--- src/rtl/combo_lock_pkg.sv ---
// Package: shared state encoding and code definition for the combination lock.
// Assumes: the lock has exactly three code steps and four states.
package combo_lock_pkg;

    // Number of code steps; the state count is one more than this.
    localparam int NUM_STEPS = 3;

    // State encoding; the numeric value equals the count of matched steps.
    typedef enum logic [1:0] {
        ST_IDLE = 2'd0,
        ST_ONE  = 2'd1,
        ST_TWO  = 2'd2,
        ST_OPEN = 2'd3
    } lock_st_t;

endpackage

--- src/rtl/combo_lock_match.sv ---
// Module: combo_lock_match
// Compares one dial operation against every code step in parallel and
// raises one hit bit per step whose direction and number both agree.
// Assumes: numbers above DIAL_MAX never match any step.
module combo_lock_match #(
    parameter int                         DIAL_W    = 6,
    parameter int                         DIAL_MAX  = 39,
    parameter int                         STEPS     = 3,
    parameter logic [STEPS-1:0]           CODE_DIR  = 3'b101,
    parameter logic [STEPS*DIAL_W-1:0]    CODE_NUM  = {6'd3, 6'd22, 6'd13}
) (
    input  logic              turn_right,
    input  logic [DIAL_W-1:0] dial_num,
    output logic [STEPS-1:0]  step_hit
);

    localparam logic [DIAL_W-1:0] NUM_LIMIT = DIAL_W'(DIAL_MAX);

    logic in_range;

    // Purpose: flag dial numbers inside the legal dial range.
    always_comb begin
        in_range = (dial_num <= NUM_LIMIT);
    end

    // One comparator per code step.
    for (genvar s = 0; s < STEPS; s++) begin : g_step
        // Purpose: match direction and number of step s.
        always_comb begin
            step_hit[s] = in_range
                       && (turn_right == CODE_DIR[s])
                       && (dial_num == CODE_NUM[s*DIAL_W +: DIAL_W]);
        end
    end

endmodule

--- src/rtl/combo_lock_next.sv ---
// Module: combo_lock_next
// Combinational next-state logic of the lock sequence.
// Assumes: step_hit[0] is the first code step; relock has top priority,
// and the state moves only on a valid operation.
module combo_lock_next
    import combo_lock_pkg::*;
(
    input  lock_st_t               cur_st,
    input  logic [NUM_STEPS-1:0]   step_hit,
    input  logic                   op_valid,
    input  logic                   relock_req,
    output lock_st_t               nxt_st
);

    lock_st_t restart_st;

    // Purpose: pick where a wrong operation lands (fresh attempt or idle).
    always_comb begin
        restart_st = step_hit[0] ? ST_ONE : ST_IDLE;
    end

    // Purpose: compute the state for the next clock edge.
    always_comb begin
        nxt_st = cur_st;
        if (relock_req) begin
            nxt_st = ST_IDLE;
        end else if (op_valid) begin
            unique case (cur_st)
                ST_IDLE: nxt_st = step_hit[0] ? ST_ONE  : ST_IDLE;
                ST_ONE:  nxt_st = step_hit[1] ? ST_TWO  : restart_st;
                ST_TWO:  nxt_st = step_hit[2] ? ST_OPEN : restart_st;
                ST_OPEN: nxt_st = ST_OPEN;
                default: nxt_st = ST_IDLE;
            endcase
        end
    end

endmodule

--- src/rtl/combo_lock_regs.sv ---
// Module: combo_lock_regs
// State register and registered open flag of the lock.
// Assumes: synchronous active-low reset; the open flag is derived from the
// next state so that it changes on the same edge as the state.
module combo_lock_regs
    import combo_lock_pkg::*;
(
    input  logic     clk,
    input  logic     rst_n,
    input  lock_st_t nxt_st,
    output lock_st_t cur_st,
    output logic     open_q
);

    // Purpose: hold the lock state, clearing to idle on reset.
    always_ff @(posedge clk) begin
        if (!rst_n) begin
            cur_st <= ST_IDLE;
        end else begin
            cur_st <= nxt_st;
        end
    end

    // Purpose: register the Moore open output alongside the state.
    always_ff @(posedge clk) begin
        if (!rst_n) begin
            open_q <= 1'b0;
        end else begin
            open_q <= (nxt_st == ST_OPEN);
        end
    end

endmodule

--- src/rtl/combo_lock.sv ---
// Module: combo_lock (top)
// Order-sensitive combination lock: three dial operations, each a direction
// and a number, must arrive in sequence to open the lock.
// Assumes: operations are one-cycle strobes already decoded and debounced.
module combo_lock
    import combo_lock_pkg::*;
#(
    parameter int                            DIAL_W   = 6,
    parameter int                            DIAL_MAX = 39,
    parameter logic [NUM_STEPS-1:0]          CODE_DIR = 3'b101,
    parameter logic [NUM_STEPS*DIAL_W-1:0]   CODE_NUM = {6'd3, 6'd22, 6'd13}
) (
    input  logic              clk,
    input  logic              rst_n,
    input  logic              turn_right,
    input  logic [DIAL_W-1:0] dial_num,
    input  logic              op_valid,
    input  logic              relock_req,
    output logic              lock_open,
    output logic [1:0]        lock_state
);

    logic [NUM_STEPS-1:0] step_hit;
    lock_st_t             cur_st;
    lock_st_t             nxt_st;
    logic                 open_q;

    combo_lock_match #(
        .DIAL_W   (DIAL_W),
        .DIAL_MAX (DIAL_MAX),
        .STEPS    (NUM_STEPS),
        .CODE_DIR (CODE_DIR),
        .CODE_NUM (CODE_NUM)
    ) u_match (
        .turn_right (turn_right),
        .dial_num   (dial_num),
        .step_hit   (step_hit)
    );

    combo_lock_next u_next (
        .cur_st     (cur_st),
        .step_hit   (step_hit),
        .op_valid   (op_valid),
        .relock_req (relock_req),
        .nxt_st     (nxt_st)
    );

    combo_lock_regs u_regs (
        .clk    (clk),
        .rst_n  (rst_n),
        .nxt_st (nxt_st),
        .cur_st (cur_st),
        .open_q (open_q)
    );

    // Purpose: drive the outputs from the registered state.
    always_comb begin
        lock_open  = open_q;
        lock_state = cur_st;
    end

endmodule

--- config.mk ---
export PLATFORM = sky130hd
export DESIGN_NAME = combo_lock
export DESIGN_NICKNAME = d
export VERILOG_FILES = /design/src/rtl/combo_lock_pkg.sv /design/src/rtl/combo_lock_match.sv /design/src/rtl/combo_lock_next.sv /design/src/rtl/combo_lock_regs.sv /design/src/rtl/combo_lock.sv
export SDC_FILE = /design/constraint.sdc
export NUM_CORES = 1
export LEC_CHECK = 0
export BUFFER_PORTS_ARGS = -buffer_cell sky130_fd_sc_hd__buf_2
export CAP_MARGIN = 20
export CORE_AREA = 10 10 47 49
export DETAILED_ROUTE_END_ITERATION = 12
export DIE_AREA = 0 0 57 59
export GPL_ROUTABILITY_DRIVEN = 0
export SLEW_MARGIN = 20
export SYNTH_ARGS = -nofsm -noshare
export SYNTH_HDL_FRONTEND = slang
export SYNTH_SLANG_ARGS = --single-unit
--- constraint.sdc ---
create_clock -name clk -period 0.9 [get_ports clk]
set_input_delay 0.18 -clock clk [delete_from_list [all_inputs] [get_ports clk]]
set_output_delay 0.18 -clock clk [all_outputs]
set_load 0.05 [all_outputs]
==> results.ini <==
[outcome]
status=finished with violations
violations=negative setup slack

[setup_path]
r2r_slack_ns=-0.08
cp-end-kind=output pin
start_kind=register
rr_endpoint=u_regs.open_q
ff2ff_path_depth=4
crit-reg2reg-launch=u_regs.cur_st[1]
required_ns=0.72
cp_max_fo=3
crit_type=register to output pin
worst_ep_arrival_time_ns=0.82

[power_and_ir_drop]
p_leak_nw=0.184
p_per_area_nw_per_um2=1060
fin_total_pwr_w=0.000428
ir_drop_uv=460

[logic_synthesis]
yosys-top-cells-count=dfxtp_1, nor3b_1, or2b_1
syn_area_um2=198
ys_seq_elements=3
synth_top_cell_area_share_pct=30.4
ys_seq_area_share_pct=30.4
synth_top_flop_cell=dfxtp_1
ys_async_sr_fraction_pct=0
synth_edf_count=0
synth_top_area_cell=dfxtp_1
synth_fp_nets=31
yosys_warnings=0
synth_area_leaders=dfxtp_1, nor3b_1, or2b_1
syn_avg_cell_area_um2=9.88
synth_cell_types=15
netlist_instances=20

[global_routing]
grt-ovfl-total=0
use_met2_pct=8.37
grt_use_total_pct=4.79
antenna_found_initial=0
grt_pass1_vias=283
grt_pass1_wl_mm=1.21
use_met1_pct=4.14
top_usage_layer=met2
use_met3_pct=2.15
grt_max_degree=6

[floorplanning]
dieArea_um2=3360
die_y_um=59
row_count=14
initial_utilization_pct=14.1
io_pins=14
core_um2=1400
die_w_um=57

[timing]
period_share_pct=112
period_needed_ns=1.00
holdWs_ns=0.261
grt_setup_unrepaired=yes
hold_viol=0
tightest_slew_ns=0.236
fin_worst_skew_ns=0.000752
clock.fmax_mhz=996
finalMaxSlewViolations=0
finalSetupViolCount=5
setup_ws_ns=-0.104
slew_headroom_pct=84.2

[place]
io_buffers=13
placed_cells=51
place_hpwl_um=540
pre_cts_ws_ns=-0.168

[worst_hold_path]
holdPathEnd=u_regs.cur_st[1]
hp-class=input port to register
min_from=relock_req
hold_depth=3

[drt]
dr_total_vias=233
routed_via_density=4.09
wl_per_cell_um=13.0
firstDrtPassIters=2
routed_wl_um=743
ant_nets=0
drtIter0Drc=1
drc=0

[cells_and_area]
post-route-util_pct=28.9
final_common_cell=buf_2
syn2layout_area_growth_pct=105
final_cells=57
n_antenna_cell=0
drive_above_1_share_pct=73.2
multi_input_area_um2=161
fin_nets=53
nFillCells=158
final_cell_mix=buf_2, nor3b_1, clkbuf_4, buf_8, buf_4
seqCellArea_um2=68.8

[job]
max_cap_viol_count=0

[clock_tree]
htreeDepth=1
cts_hold_buf=0
cts_tree=done
clk_pin_slew_ns=0.03
numCtsBuffers=3
cts_buffer_depth=2
cts_root_buf=clkbuf_4
clock-sinks=3
worstSkewPairLatency_ns=0.23

## routing by layer
metal  part of all wire (%)  vias up
met1                     40      103
met5                      0        -
met2                     55        7
met4                      0        0
li1                       -      123
met3                    5.5        0
## state kept, by name (all words and copies together), names as in the netlist
register       cells
u_regs.cur_st      2
u_regs.open_q      1
## power breakdown
part	internal (W)	total [W]	switching (W)	leakage [nW]
Sequential	0.000128	0.000128	0.000000376	0.0263
Combinational	0.0000376	0.0000654	0.0000277	0.142
Clock	0.000166	0.000235	0.0000685	0.0150
Total	0.000332	0.000428	0.0000966	0.184
## stage by stage
step                      TNS (ns)  cell area [µm²]
after detailed placement    -0.307              314
after global routing        -0.490              405
after global placement      -0.326              314
after CTS                   -0.305              400
after floorplan             -0.243              214
final                       -0.317              405
## repair_timing
item	in CTS	in global routing
buffers inserted	2	0
endpoints found under the setup margin	5	6
resized for setup	11	2
pin swaps	2	0
## cell families after synthesis
kind of cell     share of synthesized area, %
flip-flops                               30.4
AO/OA/AOI/OAI                            20.3
AND/OR/NAND/NOR                          49.4
## worst max path at each step
stage                     startpoint       endpoint  slack (ns)  depth (start not counted)
finish              u_regs.cur_st[1]  lock_state[1]       -0.10                          2
global route        u_regs.cur_st[1]  lock_state[1]       -0.13                          2
CTS                 u_regs.cur_st[1]  lock_state[1]       -0.12                          2
detailed placement        turn_right  u_regs.open_q       -0.17                          4
global placement          turn_right  u_regs.open_q       -0.14                          4
floorplan           u_regs.cur_st[1]  u_regs.open_q       -0.11                          3
## critical path, cell delays in order, from the launching register on
cell and delay, ns:
dfxtp_4 0.34, buf_6 0.12, buf_8 0.14
## cell type report
| type | instances | area share (%) |
|---|---|---|
| Multi-Input combinational cell | 17 | 39.8 |
| Timing Repair Buffer | 17 | 31.8 |
| Sequential cell | 3 | 17.0 |
| Clock buffer | 4 | 6.48 |
| Tap cell | 16 | 4.94 |
Note: power is estimated with default switching activity, not from simulation.
